## config.mk

```make
export PLATFORM = sky130hd
export DESIGN_NAME = irq_vector_ctrl
export DESIGN_NICKNAME = d
export VERILOG_FILES = /design/src/rtl/irq_vec_pkg.sv /design/src/rtl/irq_sync.sv /design/src/rtl/irq_level_enc.sv /design/src/rtl/iack_chain.sv /design/src/rtl/mask_stack.sv /design/src/rtl/irq_vector_ctrl.sv
export SDC_FILE = /design/constraint.sdc
export NUM_CORES = 1
export LEC_CHECK = 0
export ABC_AREA = 1
export BUFFER_PORTS_ARGS = -buffer_cell sky130_fd_sc_hd__buf_2
export CAP_MARGIN = 20
export CORE_AREA = 3 3 63 123
export CTS_BUF_LIST = sky130_fd_sc_hd__clkbuf_8
export CTS_CLUSTER_DIAMETER = 120
export CTS_CLUSTER_SIZE = 40
export DETAILED_ROUTE_END_ITERATION = 6
export DIE_AREA = 0 0 66 126
export PLACE_DENSITY = 0.77
export SLEW_MARGIN = 20
export SYNTH_ARGS = -nofsm -noshare
export SYNTH_HDL_FRONTEND = slang
export SYNTH_SLANG_ARGS = --single-unit
```

## constraint.sdc

```tcl
create_clock -name clk -period 2.2 [get_ports clk]
set_clock_uncertainty 0.2 [all_clocks]
set_input_delay 0.22 -clock clk [delete_from_list [all_inputs] [get_ports clk]]
set_output_delay 0.22 -clock clk [all_outputs]
set_load 0.005 [all_outputs]
```

## src/rtl/irq_vec_pkg.sv

```systemverilog
package irq_vec_pkg;
    localparam int LVL_W   = 3;
    localparam int N_LVL   = 7;
    localparam int VEC_W   = 8;
    localparam int VADDR_W = VEC_W + 2;
    localparam logic [2:0] FC_IACK = 3'b111;
    localparam logic [LVL_W-1:0] TOP_LVL = 3'd7;

    typedef enum logic [1:0] {
        S_IDLE   = 2'd0,
        S_VECTOR = 2'd1,
        S_HOLD   = 2'd2
    } ack_state_t;
endpackage

```

## src/rtl/irq_sync.sv

```systemverilog
module irq_sync #(
    parameter int WIDTH = 4,
    parameter int STAGES = 2
) (
    input  logic             clk,
    input  logic             rst_n,
    input  logic [WIDTH-1:0] async_n,
    output logic [WIDTH-1:0] sync_n
);
    logic [WIDTH-1:0] stage_q [STAGES];

    always_ff @(posedge clk or negedge rst_n) begin
        if (!rst_n) begin
            for (int s = 0; s < STAGES; s++) stage_q[s] <= '1;
        end else begin
            stage_q[0] <= async_n;
            for (int s = 1; s < STAGES; s++) stage_q[s] <= stage_q[s-1];
        end
    end

    assign sync_n = stage_q[STAGES-1];
endmodule

```

## src/rtl/irq_level_enc.sv

```systemverilog
module irq_level_enc
    import irq_vec_pkg::*;
#(
    parameter int NDEV = 4
) (
    input  logic [NDEV-1:0]       req,
    input  logic [LVL_W*NDEV-1:0] dev_level,
    input  logic [LVL_W-1:0]      mask,
    output logic [LVL_W-1:0]      pend,
    output logic                  take
);
    logic [N_LVL:1] line_n;

    always_comb begin
        line_n = '1;
        for (int d = 0; d < NDEV; d++) begin
            for (int l = 1; l <= N_LVL; l++) begin
                if (req[d] && (dev_level[d*LVL_W +: LVL_W] == LVL_W'(l)))
                    line_n[l] = 1'b0;
            end
        end
    end

    always_comb begin
        pend = '0;
        for (int l = 1; l <= N_LVL; l++) begin
            if (!line_n[l]) pend = LVL_W'(l);
        end
    end

    always_comb begin
        take = 1'b0;
        if (pend == TOP_LVL)   take = 1'b1;
        else if (pend > mask)  take = 1'b1;
    end
endmodule

```

## src/rtl/iack_chain.sv

```systemverilog
module iack_chain
    import irq_vec_pkg::*;
#(
    parameter int NDEV = 4,
    parameter logic [VEC_W-1:0] DEFAULT_VEC = 8'h0F
) (
    input  logic                  clk,
    input  logic                  rst_n,
    input  logic                  ack_en,
    input  logic [LVL_W-1:0]      ack_lvl,
    input  logic [NDEV-1:0]       req,
    input  logic [LVL_W*NDEV-1:0] dev_level,
    input  logic [VEC_W*NDEV-1:0] dev_vec,
    output logic [N_LVL-1:0]      iack,
    output logic [NDEV-1:0]       grant,
    output logic [VEC_W-1:0]      vec
);
    logic [NDEV:0] carry;

    always_comb begin
        iack = '0;
        if (ack_en && ack_lvl != '0) iack[ack_lvl - 3'd1] = 1'b1;
    end

    assign carry[0] = ack_en;

    for (genvar d = 0; d < NDEV; d++) begin : g_dev
        logic wants;
        assign wants      = req[d] && (dev_level[d*LVL_W +: LVL_W] == ack_lvl);
        assign grant[d]   = carry[d] && wants;
        assign carry[d+1] = carry[d] && !wants;
    end

    always_comb begin
        vec = DEFAULT_VEC;
        for (int d = NDEV - 1; d >= 0; d--) begin
            if (grant[d]) vec = dev_vec[d*VEC_W +: VEC_W];
        end
    end

    // at most one device captures the acknowledge
    assert_single_grant_R6: assert property (@(posedge clk) disable iff (!rst_n)
        $onehot0(grant));
    // acknowledge lines only carry one level
    assert_iack_onehot_R5: assert property (@(posedge clk) disable iff (!rst_n)
        $onehot0(iack));
endmodule

```

## src/rtl/mask_stack.sv

```systemverilog
module mask_stack
    import irq_vec_pkg::*;
#(
    parameter int DEPTH = 8
) (
    input  logic             clk,
    input  logic             rst_n,
    input  logic             enter,
    input  logic [LVL_W-1:0] enter_lvl,
    input  logic             leave,
    output logic [LVL_W-1:0] mask
);
    localparam int PTR_W = $clog2(DEPTH + 1);

    logic [LVL_W-1:0] mem_q [DEPTH];
    logic [PTR_W-1:0] sp_q;
    logic             full, empty;

    assign full  = (sp_q == PTR_W'(DEPTH));
    assign empty = (sp_q == '0);

    always_ff @(posedge clk or negedge rst_n) begin
        if (!rst_n) begin
            sp_q <= '0;
            mask <= '0;
            for (int i = 0; i < DEPTH; i++) mem_q[i] <= '0;
        end else if (enter) begin
            mask <= enter_lvl;
            if (!full) begin
                mem_q[sp_q] <= mask;
                sp_q        <= sp_q + 1'b1;
            end
        end else if (leave && !empty) begin
            mask <= mem_q[sp_q - 1'b1];
            sp_q <= sp_q - 1'b1;
        end
    end

    // stack pointer never leaves its range
    assert_no_overflow_R10: assert property (@(posedge clk) disable iff (!rst_n)
        sp_q <= PTR_W'(DEPTH));
    // a return on an empty stack keeps the mask
    assert_empty_keep_R10: assert property (@(posedge clk) disable iff (!rst_n)
        (leave && !enter && empty) |=> $stable(mask));
endmodule

```

## src/rtl/irq_vector_ctrl.sv

```systemverilog
module irq_vector_ctrl
    import irq_vec_pkg::*;
#(
    parameter int NDEV = 4,
    parameter int STACK_DEPTH = 8,
    parameter logic [7:0] DEFAULT_VEC = 8'h0F
) (
    input  logic            clk,
    input  logic            rst_n,
    input  logic [NDEV-1:0] dev_req_n,
    input  logic [3*NDEV-1:0] dev_level,
    input  logic [8*NDEV-1:0] dev_vec,
    input  logic [2:0]      cpu_fc,
    input  logic [2:0]      cpu_alvl,
    input  logic            rti_pulse,
    output logic [2:0]      pend_level,
    output logic            irq_out,
    output logic [2:0]      mask_level,
    output logic [6:0]      iack_lines,
    output logic            vec_valid,
    output logic [7:0]      vec_num,
    output logic [9:0]      vec_addr
);
    ack_state_t       state_q, state_d;
    logic [NDEV-1:0]  req_n_s, req;
    logic [LVL_W-1:0] ack_lvl_q;
    logic [VEC_W-1:0] vec_q, chain_vec;
    logic [NDEV-1:0]  grant;
    logic             ack_take, enter, leave;

    irq_sync #(.WIDTH(NDEV), .STAGES(2)) i_sync (
        .clk(clk), .rst_n(rst_n), .async_n(dev_req_n), .sync_n(req_n_s)
    );
    assign req = ~req_n_s;

    irq_level_enc #(.NDEV(NDEV)) i_enc (
        .req(req), .dev_level(dev_level), .mask(mask_level),
        .pend(pend_level), .take(irq_out)
    );

    iack_chain #(.NDEV(NDEV), .DEFAULT_VEC(DEFAULT_VEC)) i_chain (
        .clk(clk), .rst_n(rst_n),
        .ack_en(state_q == S_VECTOR), .ack_lvl(ack_lvl_q),
        .req(req), .dev_level(dev_level), .dev_vec(dev_vec),
        .iack(iack_lines), .grant(grant), .vec(chain_vec)
    );

    mask_stack #(.DEPTH(STACK_DEPTH)) i_stack (
        .clk(clk), .rst_n(rst_n), .enter(enter), .enter_lvl(ack_lvl_q),
        .leave(leave), .mask(mask_level)
    );

    assign ack_take = (cpu_fc == FC_IACK) && (cpu_alvl != '0);

    always_ff @(posedge clk or negedge rst_n) begin
        if (!rst_n) begin
            state_q   <= S_IDLE;
            ack_lvl_q <= '0;
            vec_q     <= '0;
        end else begin
            state_q <= state_d;
            if (state_q == S_IDLE && ack_take) ack_lvl_q <= cpu_alvl;
            if (state_q == S_VECTOR)            vec_q     <= chain_vec;
        end
    end

    always_comb begin
        state_d = state_q;
        enter   = 1'b0;
        leave   = 1'b0;
        unique case (state_q)
            S_IDLE: begin
                if (ack_take)       state_d = S_VECTOR;
                else if (rti_pulse) leave   = 1'b1;
            end
            S_VECTOR: begin
                enter   = 1'b1;
                state_d = S_HOLD;
            end
            S_HOLD: begin
                if (cpu_fc != FC_IACK) state_d = S_IDLE;
            end
            default: state_d = S_IDLE;
        endcase
    end

    assign vec_valid = (state_q == S_HOLD);
    assign vec_num   = vec_q;
    assign vec_addr  = {vec_q, 2'b00};

    // entering service sets the mask to the acknowledged level
    assert_mask_raise_R9: assert property (@(posedge clk) disable iff (!rst_n)
        (state_q == S_VECTOR) |=> (mask_level == $past(ack_lvl_q)));
    // level 7 always reaches the core
    assert_top_unmasked_R3: assert property (@(posedge clk) disable iff (!rst_n)
        (pend_level == 3'd7) |-> irq_out);
    // a request at or below the mask is held back
    assert_mask_block_R3: assert property (@(posedge clk) disable iff (!rst_n)
        (pend_level != 3'd7 && pend_level <= mask_level) |-> !irq_out);
    // the vector stays stable while presented
    assert_vec_stable_R8: assert property (@(posedge clk) disable iff (!rst_n)
        (vec_valid && $past(vec_valid)) |-> $stable(vec_num));
endmodule

```

[Yosys cells after proc, flatten, opt, wreduce, memory -nomap -nowiden]
Cells that the tools add are included.
Storage, ports and cells
  register bits: 52
  word-level logic and storage cells: 188
  input bits: 57
Operators by class
  magnitude comparators: 6
  bitwise operators: 4
  reduce and logical (&&, ||, !) cells: 57
  eq/ne operators: 41
  multiplexer cells: 62
  $add $sub $neg: 3
Operators with widths (count)
  == test 3 bit, second input constant: 18
  logical AND 1 bit: 45
  2-to-1 mux 1 bit: 36
  2-to-1 mux 8 bit: 4
  2-to-1 mux 3 bit: 9
  bitwise mux 24 bit: 1
  == test 3 x 2 -> 1 bit, second input constant: 8
  == test 3 x 1 -> 1 bit, second input constant: 4
  == test 3 bit: 4
  2-to-1 mux 4 bit: 3
  greater-or-equal comparator 5 x 4 -> 1 bit, second input constant: 2
  inverter 4 -> 5 bit: 2
  binary-select mux 3 bit (select 3 bit): 1
  demux 3 bit (select 3 bit): 1
  2-to-1 mux 2 bit: 4
  2-to-1 mux 7 bit: 1
  one-hot mux 2 bit (3 select lines): 1
  AND reduction 2 bit: 3
  nonzero test 3 bit: 2
  less-than comparator 5 x 1 -> 1 bit, second input constant: 1
  adder 4 x 1 -> 4 bit, second input constant: 1
  == test 4 bit, second input constant: 1
  logical NOT 1 bit: 4
  logical NOT 4 bit: 1
  other kinds (15): 16

[Logic depth before layout (Yosys ltp)]
  depth in word-level cells: 16
  mapped depth: 14

[Hierarchy]
From an unflattened synthesis, not the netlist that was laid out.
Second synthesis, totals
  cells, all modules: 545
  area total of the unflattened synthesis: 3771.1 µm²
Modules (own cells, without submodules)
  mask_stack: area each 1686.6 µm², times used 1, cells an instance 217, sequential area each 775.7 µm²
  iack_chain: area each 720.7 µm², times used 1, cells an instance 133, sequential area each 0.0 µm²
  irq_vector_ctrl: area each 650.6 µm², times used 1, cells an instance 80, sequential area each 325.3 µm²
  irq_level_enc: area each 473.0 µm², times used 1, cells an instance 103, sequential area each 0.0 µm²
  irq_sync: area each 240.2 µm², times used 1, cells an instance 12, sequential area each 210.2 µm²

[Worst setup path before layout]
Ideal clock, no wire load.
  path kind: register to output
  start: register i_sync.stage_q, in the netlist i_sync.sync_n[0]
  end: output irq_out
  stages on the path, launching flop included: 14
  path slack: -0.161 ns
  buffers on the path: 0
  required time: 1.780 ns
  arrival time: 1.941 ns
  path through: dfstp_2 inv_1 nand2_1 inv_1 a22o_1 nor3_1 inv_1 nor2_1 nand2_1 ha_1 a21oi_1 o21ai_0 nand2_1 nand2_1
Between the ends
  elaborated cells between the ends (all ways): 47
RTL lines
  start: declaration: line irq_sync.sv:10  | logic [WIDTH-1:0] stage_q [STAGES];
  inverter 4 bit *: line irq_vector_ctrl.sv:34  | assign req = ~req_n_s;
  logical AND 1 bit: line irq_level_enc.sv:18  | if (req[d] && (dev_level[d*LVL_W +: LVL_W] == LVL_W'(l)))
  2-to-1 mux 1 bit (4 in series): line irq_level_enc.sv:18
  2-to-1 mux 3 bit (3 in series): line irq_level_enc.sv:27  | if (!line_n[l]) pend = LVL_W'(l);
  2-to-1 mux 3 bit *: line irq_level_enc.sv:27
  named net pend_level[2]: line irq_vector_ctrl.sv:16  | output logic [2:0] pend_level,
  greater-than comparator 3 bit: line irq_level_enc.sv:34  | else if (pend > mask) take = 1'b1;
  2-to-1 mux 1 bit: line irq_level_enc.sv:34
  2-to-1 mux 1 bit *: line irq_level_enc.sv:33  | if (pend == TOP_LVL) take = 1'b1;
  end: declaration: line irq_vector_ctrl.sv:17  | output logic irq_out,
Mark *: on every way through the listed nets, which the timed path passes. The rest lies on a longest branch.

[Worst setup path after layout]
  start: register i_sync.stage_q, in the netlist i_sync.sync_n[0]
  end: output irq_out
Between the ends
  word-level cells in the longest chain between the ends: 16
  elaborated cells between the ends (all ways): 47
RTL lines (line)
  inverter 4 bit *: irq_vector_ctrl.sv:34
  logical AND 1 bit: irq_level_enc.sv:18
  2-to-1 mux 1 bit (4 in series): irq_level_enc.sv:18
  2-to-1 mux 1 bit: irq_level_enc.sv:27
  2-to-1 mux 2 bit (2 in series): irq_level_enc.sv:27
  2-to-1 mux 3 bit (3 in series): irq_level_enc.sv:27
  2-to-1 mux 3 bit *: irq_level_enc.sv:27
  greater-than comparator 3 bit: irq_level_enc.sv:34
  2-to-1 mux 1 bit: irq_level_enc.sv:34
  2-to-1 mux 1 bit *: irq_level_enc.sv:33
Every way passes the cells marked *; elsewhere a longest branch is shown, timed or not.

==> results.json <==
{
  "slew_violations": 0,
  "synth_cell_types": 44,
  "relSlewSlack": 0.5601,
  "grt_pass1_vias": 3992,
  "synth_edf_count": 0,
  "peakVddDrop_mv": 0.4597,
  "async_reset_ff_frac": 1.000,
  "synth.area.top_cells": "dfrtp_1 (33%), nand2_1 (14%), nor2_1 (6.7%)",
  "layout_setup_ws_ns": -0.6034,
  "vias": 3872,
  "cts_tree": "yes",
  "critPathCaptureType": "output pin",
  "startpoint_type": "flop",
  "clock_path_buffers": 2,
  "place.gp.congestion": 0.9226,
  "cts_inserted_buffers": 5,
  "drt_wl_total_mm": 11.07,
  "grt_pass1_wl_mm": 17.84,
  "avgSynthCellArea_sq_um": 7.306,
  "row_count": 43,
  "ys_warn_count": 0,
  "insertion_delay_ns": 0.32,
  "cts_max_level": 2,
  "drt-initial-drc-count": 279,
  "design_area_sq_mm": 0.004706,
  "worstPathRequired_ns": 1.78,
  "period_needed_ns": 2.803,
  "routedWlPerCell_microns": 15.57,
  "post_dp_cell_area_sq_mm": 0.004073,
  "cap_violations": 0,
  "route.detailed.drc": 0,
  "pre_cts_slack_ns": -0.3209,
  "core_area_sq_mm": 0.006940,
  "switching_share": 0.4342,
  "outcome": "finished, violations left",
  "p_comb_frac": 0.508,
  "setup_viol": 4,
  "grt-ovfl-total": 0,
  "ant_nets": 0,
  "period_share": 1.274,
  "netlist_area_sq_mm": 0.003368,
  "worstSetupPathType": "flop to output pin",
  "n_antenna_cell": 0,
  "antenna_found_initial": 0,
  "die_w_microns": 66,
  "worstPathArrival_ns": 2.38,
  "via_per_inst": 5.446,
  "syn_inst": 461,
  "clkPwrFrac": 0.141,
  "fin_nets": 684,
  "yosysTopAreaCell": "dfrtp_1",
  "initial_core_util": 0.4853,
  "track_usage": 0.2771,
  "p_per_area_mw_per_mm2": 879.8,
  "portBuffers": 87,
  "reg2regPathDepth": 7,
  "ys_seq_area_frac": 0.3893,
  "synth_common_cells": "nand2_1 (127), nor2_1 (60), dfrtp_1 (44)",
  "power.leakage_nw": 2.409,
  "ys.flop_type": "dfrtp_1",
  "clock_sinks": 52,
  "dieHeight_microns": 126,
  "yosys.cell_count.top_type": "nand2_1",
  "die-area_sq_mm": 0.008316,
  "syn_to_final_growth_pct": 39.71,
  "hold-path-cell-count": 3,
  "whs_ns": 0.02254,
  "tightest_slew_ns": 0.6598,
  "rsz0062_at_grt": "yes",
  "clk_pin_slew_ns": 0.10,
  "ys_ff_latch": 52,
  "p_int_w": 0.002342,
  "dp_hpwl_mm": 7.902,
  "min_path_type": "primary input to flop",
  "drive_above_1_share": 0.3221,
  "worstPathMaxFanout": 3,
  "synth_top_area_frac": 0.3269,
  "top_level_ports": 90,
  "grt_max_degree": 53,
  "violations": "setup timing",
  "switchingPower_w": 0.001798,
  "fmax_ghz": 0.3567,
  "first_pass_iters": 5,
  "p_seq_frac": 0.352,
  "cts-root-buf": "clkbuf_8",
  "hold_viol": 0,
  "rrSetupSlack_ns": 0.14
}
==> critical path, stage by stage (launching register included) <==
cell     delay (ns)
dfstp_2        0.55
inv_2          0.05
nand2_4        0.06
buf_6          0.09
o22ai_4        0.06
nor3_2         0.20
inv_1          0.09
nor2_2         0.16
nand2_2        0.10
ha_4           0.26
a21oi_2        0.16
o21ai_2        0.07
nand2_1        0.06
nand2_1        0.04
buf_2          0.12
==> routing by layer <==
metal  vias up  track usage  routed length [microns]
met5         -            0                        0
met4         0       0.2036                      838
met3        68      0.04906                      508
met2       171       0.5148                     6191
met1      1811       0.2524                     3531
li1       1822            -                        -
==> repair_timing <==
item / in CTS / in global routing
cloned: 0 / 0
gates resized for setup: 16 / 19
pin swaps: 9 / 16
hold buffers: 31 / 0
setup buffers: 8 / 8
setup endpoints to repair: 6 / 11
endpoints found under the hold margin: 59 / 0
==> cells in the final DEF, fill, tap and decap left out, types with 2 or more instances in the layout <==
cell	synthesis	final
nand2_1	127	121
nand2_4	2	4
o21ai_0	40	37
buf_6	4	8
nand3_1	28	28
dfrtp_1	44	44
a21oi_2	1	2
ha_1	7	5
nand4_1	5	5
ha_4	0	2
conb_1	1	2
nor3_2	0	4
buf_4	10	44
xnor2_1	4	4
a21oi_1	13	12
dfstp_2	8	8
inv_4	2	2
nor2_1	60	57
o211ai_1	3	3
nor2_2	1	4
xor2_1	3	3
o22ai_1	4	3
o221ai_1	6	6
clkinv_1	2	2
inv_2	5	8
nor2_4	4	4
clkbuf_8	0	6
nand2_2	3	7
dlygate4sd3_1	0	31
a22oi_1	3	3
buf_2	3	85
inv_1	40	38
o21ai_1	4	6
nor3_1	10	6
==> power groups by stage <==
stage	clock network [W]	registers, W	logic [W]
floorplan	0	0.00141	0.00125
detailed placement	0	0.00147	0.00183
finish	0.000583	0.00146	0.00210
global route	0.000626	0.00149	0.00232
CTS	0.000592	0.00145	0.00194
global placement	0	0.00146	0.00179
==> final timing paths <==
| path | end | from |
|---|---|---|
| worst max-delay path | irq_out | i_sync.sync_n[0]$_DFF_PN1_ |
| max in group asynchronous | i_stack.mem_q[20]$_DFFE_PN0P_ | rst_n |
| worst min-delay path | vec_num[5]$_DFFE_PN0P_ | dev_vec[21] |
| min in group asynchronous | i_stack.mem_q[13]$_DFFE_PN0P_ | rst_n |
| worst min register to register | i_sync.sync_n[2]$_DFF_PN1_ | i_sync.stage_q[6]$_DFF_PN1_ |
| worst max register to register | i_stack.mask[1]$_DFFE_PN0P_ | i_stack.sp_q[1]$_DFFE_PN0P_ |
==> final cells by class <==
type	instances	area (sq um)
sequential	52	1311
tap	90	112.6
clock buffer	6	82.58
multi-input combinational	344	1843
clock inverter	2	11.26
fill	572	2235
inverter	49	188.9
timing repair buffer	168	1156
==> through the flow <==
step                power (W)  cells  utilization  TNS [ns]
floorplan            0.002664    462            -  -0.09156
global placement     0.003250    659       0.5868   -0.2389
detailed placement   0.003298    659       0.5868   -0.3209
CTS                  0.003982    703       0.6580    -1.174
global route         0.004445    711       0.6780    -1.841
finish               0.004140    711       0.6780    -1.272
==> state kept, by name, summed over array words and instances (netlist names) <==
register        flops
state_q             2
ack_lvl_q           3
i_stack.mask        3
vec_num             8
i_sync.stage_q      4
i_stack.mem_q      24
i_sync.sync_n       4
i_stack.sp_q        4
==> kinds of logic after synthesis <==
kind of cell | count (synthesis) | share of synthesized area
simple gates | 250 | 0.3366
compound gates | 78 | 0.1326
buf+inv | 66 | 0.09621
flops | 52 | 0.3893
xor+xnor | 7 | 0.01820
fa+ha+maj | 7 | 0.02600
other cells | 1 | 0.001113
No activity file was read; power rests on OpenSTA's default activity.
